File: src/rtl/manch_pkg.sv
package manch_pkg;

  // Frame-end sequencer phases; order is the sequence order.
  typedef enum logic [1:0] {
    EOF_IDLE  = 2'd0,
    EOF_DRAIN = 2'd1,
    EOF_PULSE = 2'd2,
    EOF_GAP   = 2'd3
  } eof_state_e;

endpackage

File: src/rtl/manch_bit_ser.sv
// Shift register plus bit-time engine. Emits unregistered line levels
// that the top module registers.
module manch_bit_ser #(
  parameter int DATA_W   = 8,
  parameter int HALF_CYC = 4
) (
  input  logic              clk,
  input  logic              rst,
  input  logic [DATA_W-1:0] ld_data,
  input  logic              ld_en,
  input  logic              lp_busy,
  output logic              empty,
  output logic              line_p,
  output logic              line_n
);

  localparam int BIT_CYC = 2 * HALF_CYC;
  localparam int PH_W    = (BIT_CYC > 1) ? $clog2(BIT_CYC) : 1;
  localparam int BC_W    = $clog2(DATA_W + 1);
  localparam logic [PH_W-1:0] PH_LAST = PH_W'(BIT_CYC - 1);
  localparam logic [PH_W-1:0] PH_HALF = PH_W'(HALF_CYC);

  logic [DATA_W-1:0] sh_q;
  logic [BC_W-1:0]   left_q;
  logic [PH_W-1:0]   ph_q;
  logic              cur_q;
  logic              snd_q;

  logic bit_end;
  logic can_start;

  assign bit_end   = !snd_q || (ph_q == PH_LAST);
  assign can_start = (left_q != '0) && !lp_busy;

  always_ff @(posedge clk) begin
    if (rst) begin
      sh_q   <= '0;
      left_q <= '0;
      ph_q   <= '0;
      cur_q  <= 1'b0;
      snd_q  <= 1'b0;
    end else begin
      if (!bit_end) begin
        ph_q <= ph_q + 1'b1;
      end else if (can_start) begin
        cur_q  <= sh_q[0];
        sh_q   <= sh_q >> 1;
        left_q <= left_q - 1'b1;
        snd_q  <= 1'b1;
        ph_q   <= '0;
      end else begin
        snd_q <= 1'b0;
        ph_q  <= '0;
      end
      // A load is only permitted while left_q is zero, so it never
      // collides with a bit start in the same cycle.
      if (ld_en) begin
        sh_q   <= ld_data;
        left_q <= BC_W'(DATA_W);
      end
    end
  end

  logic first_half;
  assign first_half = (ph_q < PH_HALF);

  assign empty  = (left_q == '0);
  assign line_p = snd_q && (first_half ? !cur_q : cur_q);
  assign line_n = snd_q && (first_half ? cur_q : !cur_q);

endmodule

File: src/rtl/manch_eof_seq.sv
// Drain countdown, idle pulse and quiet gap that close a frame.
module manch_eof_seq
  import manch_pkg::*;
#(
  parameter int DLY_W   = 16,
  parameter int IDL_CYC = 24,
  parameter int GAP_CYC = 512
) (
  input  logic             clk,
  input  logic             rst,
  input  logic             req,
  input  logic [DLY_W-1:0] dly,
  output logic             busy,
  output logic             force_lines,
  output logic             drive_hi,
  output logic             fin
);

  localparam int GAP_W = $clog2(GAP_CYC + 1);
  localparam int IDL_W = $clog2(IDL_CYC + 1);
  localparam int MX_W  = (GAP_W > IDL_W) ? GAP_W : IDL_W;
  localparam int CNT_W = (DLY_W > MX_W) ? DLY_W : MX_W;

  eof_state_e      st_q;
  logic [CNT_W-1:0] cnt_q;
  logic             cnt_zero;

  assign cnt_zero = (cnt_q == '0);

  always_ff @(posedge clk) begin
    if (rst) begin
      st_q  <= EOF_IDLE;
      cnt_q <= '0;
    end else begin
      unique case (st_q)
        EOF_IDLE: begin
          if (req) begin
            st_q  <= EOF_DRAIN;
            cnt_q <= CNT_W'(dly);
          end
        end
        EOF_DRAIN: begin
          if (cnt_zero) begin
            st_q  <= EOF_PULSE;
            cnt_q <= CNT_W'(IDL_CYC - 1);
          end else begin
            cnt_q <= cnt_q - 1'b1;
          end
        end
        EOF_PULSE: begin
          if (cnt_zero) begin
            st_q  <= EOF_GAP;
            cnt_q <= CNT_W'(GAP_CYC - 1);
          end else begin
            cnt_q <= cnt_q - 1'b1;
          end
        end
        EOF_GAP: begin
          if (cnt_zero) begin
            st_q <= EOF_IDLE;
          end else begin
            cnt_q <= cnt_q - 1'b1;
          end
        end
        default: st_q <= EOF_IDLE;
      endcase
    end
  end

  assign busy        = (st_q != EOF_IDLE);
  assign force_lines = (st_q == EOF_PULSE) || (st_q == EOF_GAP);
  assign drive_hi    = (st_q == EOF_PULSE);
  assign fin         = (st_q == EOF_GAP) && cnt_zero;

endmodule

File: src/rtl/manch_tx_top.sv
// Manchester line encoder: byte intake, bit serialiser, frame-end
// sequencer and registered line drivers.
module manch_tx_top #(
  parameter int DATA_W    = 8,
  parameter int HALF_CYC  = 4,
  parameter int DLY_W     = 16,
  parameter int IDL_BITS  = 3,
  parameter int GAP_BITS  = 64
) (
  input  logic              clk,
  input  logic              rst,
  input  logic [DATA_W-1:0] in_data,
  input  logic              in_valid,
  output logic              in_ready,
  input  logic              lp_busy,
  input  logic              eof_req,
  input  logic [DLY_W-1:0]  eof_delay,
  output logic              tx_p,
  output logic              tx_n,
  output logic              done
);

  localparam int BIT_CYC = 2 * HALF_CYC;
  localparam int IDL_CYC = IDL_BITS * BIT_CYC;
  localparam int GAP_CYC = GAP_BITS * BIT_CYC;

  logic ser_empty, ser_p, ser_n;
  logic eof_busy, eof_force, eof_hi, eof_fin;
  logic ld_en;

  assign in_ready = ser_empty && !eof_busy;
  assign ld_en    = in_valid && in_ready;

  manch_bit_ser #(
    .DATA_W  (DATA_W),
    .HALF_CYC(HALF_CYC)
  ) u_ser (
    .clk    (clk),
    .rst    (rst),
    .ld_data(in_data),
    .ld_en  (ld_en),
    .lp_busy(lp_busy),
    .empty  (ser_empty),
    .line_p (ser_p),
    .line_n (ser_n)
  );

  manch_eof_seq #(
    .DLY_W  (DLY_W),
    .IDL_CYC(IDL_CYC),
    .GAP_CYC(GAP_CYC)
  ) u_eof (
    .clk        (clk),
    .rst        (rst),
    .req        (eof_req && !eof_busy),
    .dly        (eof_delay),
    .busy       (eof_busy),
    .force_lines(eof_force),
    .drive_hi   (eof_hi),
    .fin        (eof_fin)
  );

  logic p_d, n_d;
  assign p_d = eof_force ? eof_hi : ser_p;
  assign n_d = eof_force ? 1'b0   : ser_n;

  always_ff @(posedge clk) begin
    if (rst) begin
      tx_p <= 1'b0;
      tx_n <= 1'b0;
      done <= 1'b0;
    end else begin
      tx_p <= p_d;
      tx_n <= n_d;
      done <= eof_fin;
    end
  end

endmodule

File: config.mk
export PLATFORM = sky130hd
export DESIGN_NAME = manch_tx_top
export DESIGN_NICKNAME = d
export VERILOG_FILES = /design/src/rtl/manch_pkg.sv /design/src/rtl/manch_bit_ser.sv /design/src/rtl/manch_eof_seq.sv /design/src/rtl/manch_tx_top.sv
export SDC_FILE = /design/constraint.sdc
export NUM_CORES = 1
export LEC_CHECK = 0
export BUFFER_PORTS_ARGS = -buffer_cell sky130_fd_sc_hd__buf_4
export CORE_UTILIZATION = 32
export CTS_BUF_LIST = sky130_fd_sc_hd__clkbuf_8
export CTS_CLUSTER_DIAMETER = 200
export CTS_CLUSTER_SIZE = 10
export DETAILED_ROUTE_END_ITERATION = 16
export GPL_TIMING_DRIVEN = 0
export PLACE_DENSITY = 0.54
export RECOVER_POWER = 50
export SYNTH_ARGS = -nofsm -noshare
export SYNTH_HDL_FRONTEND = slang
export SYNTH_HIERARCHICAL = 1
export SYNTH_SLANG_ARGS = --single-unit
File: constraint.sdc
create_clock -name clk -period 5.6 [get_ports clk]
set_input_delay 1.12 -clock clk [delete_from_list [all_inputs] [get_ports clk]]
set_output_delay 1.12 -clock clk [all_outputs]
set_load 0.05 [all_outputs]
Yosys cells after proc, flatten, opt, wreduce, memory -nomap -nowiden
Cells that the tools add are included.

Add/subtract/negate cells: 3. Multipliers: 0. Divide/modulo/power cells: 0. Magnitude comparators: 1. Equal/unequal tests: 9. Shift-type cells: 0. Multiplexer cells: 20. Bitwise operators: 0. Reduce and logical (&&, ||, !) cells: 27.

Operator list (number): two-way mux 16 bit (4); one-hot mux 16 bit (4 select lines) (1); two-way mux 8 bit (3); logical NOT 16 bit (1); subtractor 16 x 1 -> 16 bit, second input constant (1); two-way mux 4 bit (3); two-way mux 2 bit (4); != test 2 x 1 -> 1 bit, second input constant (4); one-hot mux 2 bit (4 select lines) (1); logical AND 1 bit (7); AND reduction 2 bit (3); nonzero test 2 bit (3); OR reduction 2 bit (3); equality test 2 bit, second input constant (2); logical NOT 1 bit (4); logical NOT 4 bit (1); two-way mux 1 bit (4); AND reduction 4 bit (1); nonzero test 4 bit (1); subtractor 4 x 1 -> 4 bit, second input constant (1); adder 3 x 1 -> 3 bit, second input constant (1); equality test 3 bit, second input constant (1); less-than comparator 3 bit, second input constant (1); equality test 2 x 1 -> 1 bit, second input constant (1); other kinds (3) (4).

Register bits: 38. Bits in latches: 0. Memory bits (writable): 0. Bits in read-only memories: 0. Memories: 0.

Logic depth before layout (Yosys ltp)
Gate-level depths: netlist (run 1).

Word-level depth: 6. Gate-level depth with buffers: 11.

Hierarchy
Netlist (run 1), hierarchy kept.

Modules (own cells, without submodules): manch_eof_seq (instances 1, cells each 171, area an instance 1367.6 sq um, sequential area each 360.3 sq um); manch_bit_ser (instances 1, cells each 99, area an instance 929.6 sq um, sequential area each 340.3 sq um); manch_tx_top (instances 1, cells each 10, area an instance 108.9 sq um, sequential area each 60.1 sq um).

Worst setup path after synthesis (run 1)
No wires, ideal clock.

Kind: register to output. From: register u_ser.left_q[0]. To: output port in_ready. Arrival time: 1.601 ns. Data required time: 4.480 ns. Path slack: 2.879 ns. Cell stages (with the launch flop): 7. Path buffers: 1. Cells stage by stage: dfxtp_1 -> inv_1 -> ha_1 -> or3b_4 -> clkinv_2 -> buf_8 -> nor2b_2.

Cells in the longest elaborated chain, start to end: 2.

Ends and longest elaborated chain: start: declaration (line manch_bit_ser.sv:24) `logic [BC_W-1:0] left_q;`; start signal: assignment (line manch_bit_ser.sv:48) `left_q <= left_q - 1'b1;`; start signal: assignment (line manch_bit_ser.sv:59) `left_q <= BC_W'(DATA_W);`; logical NOT 4 bit (line manch_bit_ser.sv:67) `assign empty = (left_q == '0);`; via ser_empty (line manch_tx_top.sv:27) `logic ser_empty, ser_p, ser_n;`; logical AND 1 bit (line manch_tx_top.sv:31) `assign in_ready = ser_empty && !eof_busy;`; end: declaration (line manch_tx_top.sv:14) `output logic in_ready,`.

The timed path passes the listed nets, and every way through them passes these cells.

Worst setup path in the final report (run 1)
Ends and elaborated chain as after synthesis.

==> results.cfg, run 1 <==
[timing]
report.final.slew_viol_count = 0
finalCritPeriodShare_pct = 53.70
setup_viol = 0
skew_ns = 0.01527
hold_violations = 0
rsz0062_at_grt = false
setup_tns_ns = 0
slew_headroom_pct = 47.99
setup_ws_ns = 2.593
tightest_slew_ns = 0.7742
period_minus_slack_ns = 3.007
fmax_mhz = 332.5

[floorplan]
die_area_sq_um = 7869
start_util_pct = 33.17
io_pins = 33
core_sq_um = 7253
die_h_microns = 88.71
num_rows = 31
die_w_microns = 88.71

[power]
p_int_uw = 971.6
switching_power_uw = 920.1
seq_power_share_pct = 23.5
p_sw_share_pct = 48.64
p_comb_share_pct = 61.2
clkPwrFrac_pct = 15.3
p_leak_nw = 1.094
ir_worst_vdd_mv = 0.2209
powerDensity_nw_per_um2 = 661.7

[drt]
wl_per_cell_microns = 15.62
vias = 2297
drt-vias-per-instance = 5.482
antenna_left = 0
drc = 0
wirelength_microns = 6543
first_pass_iters = 5
first_iter_violations = 167

[yosys]
syn-num-nets = 318
yosysSeqAreaShare_pct = 31.62
synth_top_cell_area_share_pct = 31.62
synth_flop_cell = dfxtp_1
postSynthAreaPerCell_sq_um = 8.593
synth_enable_flop_cells = 0
syn_area_sq_um = 2406
synth_warnings = 6
synth_cell_types = 63
synth-seq-cells = 38
synthTopCellsByArea = dfxtp_1 (32%), ha_1 (4.7%), o31ai_1 (4.1%)
postSynthCellCount = 280
yosys.area.top_type = dfxtp_1
async_reset_ff_share_pct = 0

[finish]
area_growth_pct = 18.82
diodes = 0
fillers = 757
fin_nets = 357
layout-drive-gt1-share_pct = 20.00
fin_area_sq_um = 2859
fin_cells = 419
final_util_pct = 39.42

[clock_network]
cts_made_buffers = 5
clk_pin_slew_ns = 0.09
htreeDepth = 2
clock-sinks = 38
cts_tree = built
cts_resized = 0
cts_setup_buffers = 0
insertion_delay_ns = 0.30
root_buffer = clkbuf_8
clockBufferDepth = 2
cts_hold_buffers = 0

[place]
pre_cts_slack_ns = 2.917
gp_congestion = 0.8172
placed_area_sq_um = 2770
dp.cells = 411
portBuffers = 32
hpwl_microns = 4616

[worst_setup_path]
cp_cell_sequence = inv_1 -> ha_1 -> or3b_4 -> clkinv_2 -> buf_8 -> nor2b_2 -> buf_4
slowest_stage = or3b_4
cp-start-kind = register
critical-path-top-delay-family = simple AND/OR/NAND/NOR gates
cp_slowest_stage_delay_ns = 0.43
crit_fanout = 10
worst_setup_path_end_kind = output port
arrival_ns = 1.89
crit_type = reg -> out
path_buf_inv = 4
cp_data_required_time_ns = 4.48

[global_routing]
grt_max_degree = 14
grt_use_total_pct = 17.20
grt_pass1_vias = 2022
antenna_found_initial = 0
overflow = 0
grt_pass1_wl_microns = 10410

[status]
outcome = complete, no violations

[job]
drv_cap = 0

[min_path]
min_path_type = reg -> reg
[layout make-up]
cell class	count	area, sq um	share of cell area (%)
Clock inverter	3	68.82	2.407
Tap cell	99	123.9	4.333
Clock buffer	5	68.82	2.407
Timing Repair Buffer	32	225.2	7.877
Inverter	24	91.34	3.195
Sequential cell	38	760.7	26.61
Buffer	21	113.9	3.982
Multi-Input combinational cell	197	1406	49.19
[power by group through the flow]
stage               registers, mW  clock network [mW]  logic (mW)
finish                      0.445               0.290        1.16
global route                0.454               0.307        1.26
CTS                         0.442               0.296        1.18
detailed placement          0.448                   0        1.17
global placement            0.448                   0        1.17
floorplan                   0.437                   0       0.904
[worst reg2reg max path: stages, from the launching register on]
cell and delay [ns]:
dfxtp_1 0.38, inv_1 0.06, ha_1 0.24, nor3b_1 0.18, and4_1 0.21, clkbuf_1 0.21, a21oi_1 0.49, clkbuf_1 0.48
a31oi_1 0.18, nor3b_1 0.17
[final timing paths]
check / start / to / slack, ns / cells after the start
setup / recovery: u_ser/left_q[0] / in_ready / 2.59 / 7
hold / removal: u_ser/ph_q[0] / u_ser/ph_q[0] / 0.44 / 1
setup reg to reg: u_eof/cnt_q[0] / u_eof/cnt_q[6] / 2.90 / 9
hold reg to reg: u_ser/ph_q[0] / u_ser/ph_q[0] / 0.44 / 1
[routing by layer]
metal | GRT usage [%] | share of wire (%) | up-vias | routed length, microns
li1 | - | - | 1140 | -
met1 | 24.31 | 49 | 1075 | 3204
met2 | 26.57 | 44 | 74 | 2908
met3 | 3.638 | 5.4 | 8 | 353
met4 | 4.252 | 1.2 | 0 | 77
met5 | 0 | 0 | - | 0
[cells in the mapped netlist, types with 5 or more instances]
master     n
a21oi_1   13
a221oi_2   5
a41oi_1    7
and2_1     6
clkbuf_1  10
dfxtp_1   38
ha_1       9
inv_1     22
nand2_1   14
nand4_1    7
nor2_1    20
nor2b_1    6
nor3_1    12
o21ai_0    5
o31ai_1   13
[flip-flops by register name, indices dropped and copies added (netlist names)]
signal        cells
done              1
tx_n              1
tx_p              1
u_eof/cnt_q      16
u_eof/st_q        2
u_ser/cur_q       1
u_ser/left_q      4
u_ser/ph_q        3
u_ser/sh_q        8
u_ser/snd_q       1
[metrics by stage]
stage / hold WS [ns] / total power, mW
4_1_cts: 0.4413 / 1.915
2_1_floorplan: 0.4043 / 1.341
5_1_grt: 0.4732 / 2.022
3_3_place_gp: 0.4153 / 1.616
6_report: 0.4399 / 1.892
3_5_place_dp: 0.4276 / 1.620
[cell usage in the layout, fill, tap and decap left out, drive strengths merged, types with 2 or more instances in the layout]
cell type,n
bufinv,2
o41ai,2
a22oi,4
or3,4
a211oi,5
nand2b,3
or2,3
a32oi,3
nand3,2
and2,6
a32o,3
nor2,21
nor4,5
ha,9
xnor2,2
nor2b,7
nor3,12
o21ai,8
a221oi,9
mux2i,3
o32ai,2
o221ai,2
inv,23
a31oi,4
o31ai,13
dfxtp,38
a41oi,8
nand2,14
o22ai,3
nand4,7
clkbuf,23
clkinv,2
buf,35
nor3b,5
a311oi,2
a21oi,14
[logic make-up (layout without fill, tap and decap cells)]
| logic type | count (synthesis) | in the layout | share of synthesized area, % |
|---|---|---|---|
| and+or+nand+nor | 92 | 92 | 21.69 |
| AOI/OAI and AO/OA | 90 | 90 | 30.37 |
| adders and majority gates | 9 | 9 | 4.680 |
| buffers and inverters | 45 | 85 | 9.308 |
| muxes | 3 | 3 | 1.248 |
| DFF | 38 | 38 | 31.62 |
| xor gates and xnor gates | 3 | 3 | 1.092 |
(Power assumes the default switching activity.)
==> run 2, diff against run 1 <==
--- a/config.mk
+++ b/config.mk
@@ -12,7 +12,7 @@
 export CTS_CLUSTER_SIZE = 10
 export DETAILED_ROUTE_END_ITERATION = 16
 export GPL_TIMING_DRIVEN = 0
-export PLACE_DENSITY = 0.54
+export PLACE_DENSITY = 0.56
 export RECOVER_POWER = 50
 export SYNTH_ARGS = -nofsm -noshare
 export SYNTH_HDL_FRONTEND = slang
==> constraint.sdc (replaced) <==
create_clock -name clk -period 2.7 [get_ports clk]
set_input_delay 0.54 -clock clk [delete_from_list [all_inputs] [get_ports clk]]
set_output_delay 0.54 -clock clk [all_outputs]
set_load 0.05 [all_outputs]
==> results.cfg, run 2 (same netlist as run 1, synthesis figures left out) <==
[min_path]
min_path_type = reg -> reg
hp-start = u_ser/ph_q[0]
min_path_cells = 1
min_to = u_ser/ph_q[0]

[clock_network]
clockBufferDepth = 2
root_buffer = clkbuf_8
clock-sinks = 38
insertion_delay_ns = 0.30
cts_tree = built
htreeDepth = 2
cts_resized = 0
cts_made_buffers = 5
cts_setup_buffers = 0
cts_hold_buffers = 0
clk_pin_slew_ns = 0.08

[floorplan]
start_util_pct = 33.17
io_pins = 33
die_h_microns = 88.71
die_w_microns = 88.71
core_sq_um = 7253
num_rows = 31
die_area_sq_um = 7869

[timing]
fmax_mhz = 411.3
hold_ws_ns = 0.4378
setup_tns_ns = 0
skew_ns = 0.006307
hold_violations = 0
tightest_slew_ns = 0.7584
rsz0062_at_grt = false
period_minus_slack_ns = 2.432
setup_viol = 0
report.final.slew_viol_count = 0
finalCritPeriodShare_pct = 90.06
slew_headroom_pct = 49.05

[power]
ir_worst_vdd_mv = 0.5229
p_leak_nw = 1.082
total_power_mw = 3.758
powerDensity_nw_per_um2 = 1323

[worst_setup_path]
cp_data_required_time_ns = 2.16
r2r_cells = 11
reg2reg_to = u_ser/left_q[2]
slowest_stage = or3b_4
crit_fanout = 10
worstReg2RegStart = u_ser/left_q[0]
critical-path-top-delay-family = simple AND/OR/NAND/NOR gates
path_buf_inv = 4
worst_setup_path_end_kind = output port
crit_type = reg -> out
cp_cell_sequence = inv_1 -> ha_1 -> or3b_4 -> clkinv_2 -> buf_8 -> nor2b_2 -> buf_4
arrival_ns = 1.89
cp-start-kind = register
rrSetupSlack_ns = 0.30
cp_slowest_stage_delay_ns = 0.43

[finish]
multi_input_area_sq_um = 1415
final_common_cell = dfxtp_1
fillers = 787
layout-drive-gt1-share_pct = 20.63
fin_cells = 419
reg.largest.list = u_eof/cnt_q x16, u_ser/sh_q x8, u_ser/left_q x4
diodes = 0
regMostFlops = u_eof/cnt_q
largest_register_ffs = 16
ff_latch_area_sq_um = 760.7
layout_common_cells = dfxtp_1 (38), buf_4 (29), inv_1 (22), nor2_1 (20), clkbuf_1 (17)
fin_nets = 357
area_growth_pct = 18.04

[global_routing]
grt_pass1_vias = 2143
overflow = 0
grt_max_degree = 13
grt_use_total_pct = 17.18
grt_pass1_wl_microns = 10380
antenna_found_initial = 0

[place]
hpwl_microns = 4591
gp_congestion = 0.8360
portBuffers = 32
dp.cells = 411

[drt]
first_iter_violations = 131
vias = 2272
antenna_left = 0
drt-vias-per-instance = 5.422
wirelength_microns = 6330
first_pass_iters = 4
wl_per_cell_microns = 15.11
drc = 0

[status]
outcome = complete, no violations

[job]
drv_cap = 0
[run 2: layout make-up]
cell class / instances / area share (%)
Sequential cell: 38 / 26.78
Tap cell: 99 / 4.361
Multi-Input combinational cell: 197 / 49.82
Clock inverter: 2 / 0.4405
Inverter: 24 / 3.216
Timing Repair Buffer: 32 / 8.062
Clock buffer: 6 / 2.907
Buffer: 21 / 4.405
[run 2: worst reg2reg max path, delay by kind of cell, from the launching register on]
kind	cells	cell delay [ns]
adders and majority gates	1	0.19
buffers and inverters	4	0.78
DFF	1	0.33
muxes	1	0.06
and+or+nand+nor	5	0.93
[run 2: report_power, final]
group / internal [mW] / switching (mW)
clock network: 0.206 / 0.222
registers: 0.752 / 0.170
logic: 0.926 / 1.48
total: 1.88 / 1.88
[run 2: how the worst max path moves through the flow]
stage	from	slack (ns)	to	depth (start not counted)
floorplan	u_ser/left_q[0]	0.20	u_ser/sh_q[3]	10
global placement	u_ser/left_q[0]	0.33	u_ser/left_q[2]	11
detailed placement	u_ser/left_q[0]	0.33	u_ser/left_q[2]	11
CTS	u_ser/left_q[0]	0.26	in_ready	7
global route	u_eof/cnt_q[1]	0.09	u_eof/cnt_q[9]	8
finish	u_ser/left_q[0]	0.27	in_ready	7
[run 2: metal layers]
| metal | GRT usage (%) | routed length [microns] | vias up |
|---|---|---|---|
| li1 | - | - | 1133 |
| met5 | 0 | 0 | - |
| met2 | 27.97 | 2892 | 50 |
| met4 | 5.865 | 91 | 0 |
| met1 | 22.95 | 3072 | 1082 |
| met3 | 2.892 | 274 | 7 |
[run 2: metrics by stage]
| step | instance area (sq um) | worst slack [ns] | utilization (%) |
|---|---|---|---|
| after floorplan | 2406 | 0.2020 | - |
| after global placement | 2770 | 0.3319 | 38.19 |
| after detailed placement | 2770 | 0.3301 | 38.19 |
| after CTS | 2865 | 0.2607 | 39.50 |
| after global routing | 2840 | 0.09409 | 39.16 |
| final | 2840 | 0.2684 | 39.16 |
==> run 3, diff against run 2 <==
--- a/config.mk
+++ b/config.mk
@@ -6,13 +6,15 @@
 export NUM_CORES = 1
 export LEC_CHECK = 0
 export BUFFER_PORTS_ARGS = -buffer_cell sky130_fd_sc_hd__buf_4
+export CELL_PAD_IN_SITES_DETAIL_PLACEMENT = 1
+export CELL_PAD_IN_SITES_GLOBAL_PLACEMENT = 2
 export CORE_UTILIZATION = 32
 export CTS_BUF_LIST = sky130_fd_sc_hd__clkbuf_8
 export CTS_CLUSTER_DIAMETER = 200
 export CTS_CLUSTER_SIZE = 10
 export DETAILED_ROUTE_END_ITERATION = 16
 export GPL_TIMING_DRIVEN = 0
-export PLACE_DENSITY = 0.56
+export PLACE_DENSITY = 0.82
 export RECOVER_POWER = 50
 export SYNTH_ARGS = -nofsm -noshare
 export SYNTH_HDL_FRONTEND = slang
==> results.cfg, run 3 (same netlist as run 1, synthesis figures left out) <==
[global_routing]
antenna_found_initial = 0
grt_pass1_wl_microns = 11270
grt_pass1_vias = 2239
overflow = 0
grt_max_degree = 14
grt_use_total_pct = 18.63

[timing]
skew_ns = 0.006763
period_minus_slack_ns = 2.449
rsz0062_at_grt = false
setup_viol = 0
fmax_mhz = 408.3
hold_violations = 0
slew_headroom_pct = 51.39
setup_tns_ns = 0
finalCritPeriodShare_pct = 90.70
tightest_slew_ns = 0.7236
report.final.slew_viol_count = 0

[floorplan]
num_rows = 31
die_area_sq_um = 7869
core_sq_um = 7253
die_w_microns = 88.71
die_h_microns = 88.71
start_util_pct = 33.17
io_pins = 33

[job]
drv_cap = 0

[clock_network]
cts_tree = built
clockBufferDepth = 2
cts_hold_buffers = 0
root_buffer = clkbuf_8
htreeDepth = 2
clock-sinks = 38
cts_setup_buffers = 0
cts_resized = 0
cts_made_buffers = 5
clk_pin_slew_ns = 0.08
insertion_delay_ns = 0.30

[power]
p_int_mw = 1.948
p_sw_share_pct = 49.96
switching_power_mw = 1.945
powerDensity_nw_per_um2 = 1362
ir_worst_vdd_mv = 0.4792
p_comb_share_pct = 63.3
seq_power_share_pct = 23.7
total_power_mw = 3.893
clkPwrFrac_pct = 13.0
p_leak_nw = 1.087

[worst_setup_path]
cp-start-kind = register
crit_fanout = 10
worst_setup_path_end_kind = output port
slowest_stage = or3b_4
cp_data_required_time_ns = 2.16
arrival_ns = 1.91
cp_slowest_stage_delay_ns = 0.43
crit_type = reg -> out
cp_cell_sequence = inv_1 -> ha_1 -> or3b_4 -> clkinv_2 -> buf_8 -> nor2b_2 -> buf_4
r2r_cells = 9

[finish]
fillers = 900
reg.largest.list = u_eof/cnt_q x16, u_ser/sh_q x8, u_ser/left_q x4
largest_register_ffs = 16
area_growth_pct = 18.82
fin_nets = 357
final_common_cell = dfxtp_1
layout_common_cells = dfxtp_1 (38), buf_4 (28), inv_1 (22), nor2_1 (20), clkbuf_1 (15)
diodes = 0
layout-drive-gt1-share_pct = 21.56
regMostFlops = u_eof/cnt_q
fin_area_sq_um = 2859

[drt]
wl_per_cell_microns = 16.47
first_pass_iters = 4
drc = 0
first_iter_violations = 74
wirelength_microns = 6901
drt-vias-per-instance = 5.487
vias = 2299
antenna_left = 0

[status]
outcome = complete, no violations

[place]
gp_congestion = 0.7736
portBuffers = 32
placed_area_sq_um = 2770
hpwl_microns = 5078

[min_path]
min_path_type = reg -> reg
min_path_cells = 1
run 3: cell count changes in the layout (fill, tap and decap cells not counted), sizes merged:
cell,delta
buf,+1
clkinvlp,+1
bufinv,+1
clkinv,-1
clkbuf,-2
run 3: worst paths after layout:
check                  start         endpoint  slack, ns
max          u_ser/left_q[0]         in_ready       0.25
max reg2reg   u_eof/cnt_q[0]  u_eof/cnt_q[15]       0.27
min reg2reg    u_ser/ph_q[0]    u_ser/ph_q[0]       0.43
min            u_ser/ph_q[0]    u_ser/ph_q[0]       0.43
run 3: per-stage QoR:
step,hold WS (ns),worst slack (ns),util (%),instances
floorplan,0.4043,0.2020,-,280
global placement,0.4140,0.3192,38.19,411
detailed placement,0.4226,0.2977,38.19,411
CTS,0.4357,0.2288,39.76,419
global route,0.4554,0.06491,39.42,419
finish,0.4344,0.2510,39.42,419
run 3: per-layer routing:
layer,share of wire (%),GRT usage (%),vias to the layer above
li1,-,-,1137
met1,50,27.03,1105
met2,44,28.46,52
met3,4.5,2.985,5
met4,0.74,4.839,0
met5,0,0,-
run 3: area by class of cell:
| type | count | area, sq um | area share, % |
|---|---|---|---|
| flip-flops and latches | 38 | 760.7 | 26.61 |
| plain buffers | 21 | 122.6 | 4.289 |
| multi-input cells | 197 | 1421 | 49.72 |
| repair buffers | 32 | 225.2 | 7.877 |
| well taps | 99 | 123.9 | 4.333 |
| clock buffers | 5 | 68.82 | 2.407 |
| inverters | 24 | 91.34 | 3.195 |
| clock inverters | 3 | 45.04 | 1.575 |
run 3: worst max-delay path: cells and delay by family (launching register included):
family	cells	cell delay [ns]
fa+ha+maj	1	0.19
buf+inv	4	0.50
flops	1	0.33
simple gates	2	0.58
run 3: power groups by stage:
| stage | combinational (mW) | clock (mW) | sequential, mW |
|---|---|---|---|
| finish | 2.47 | 0.504 | 0.923 |
| detailed placement | 2.48 | 0 | 0.934 |
| CTS | 2.49 | 0.527 | 0.922 |
| global placement | 2.46 | 0 | 0.924 |
| floorplan | 1.87 | 0 | 0.907 |
| global route | 2.71 | 0.554 | 0.952 |
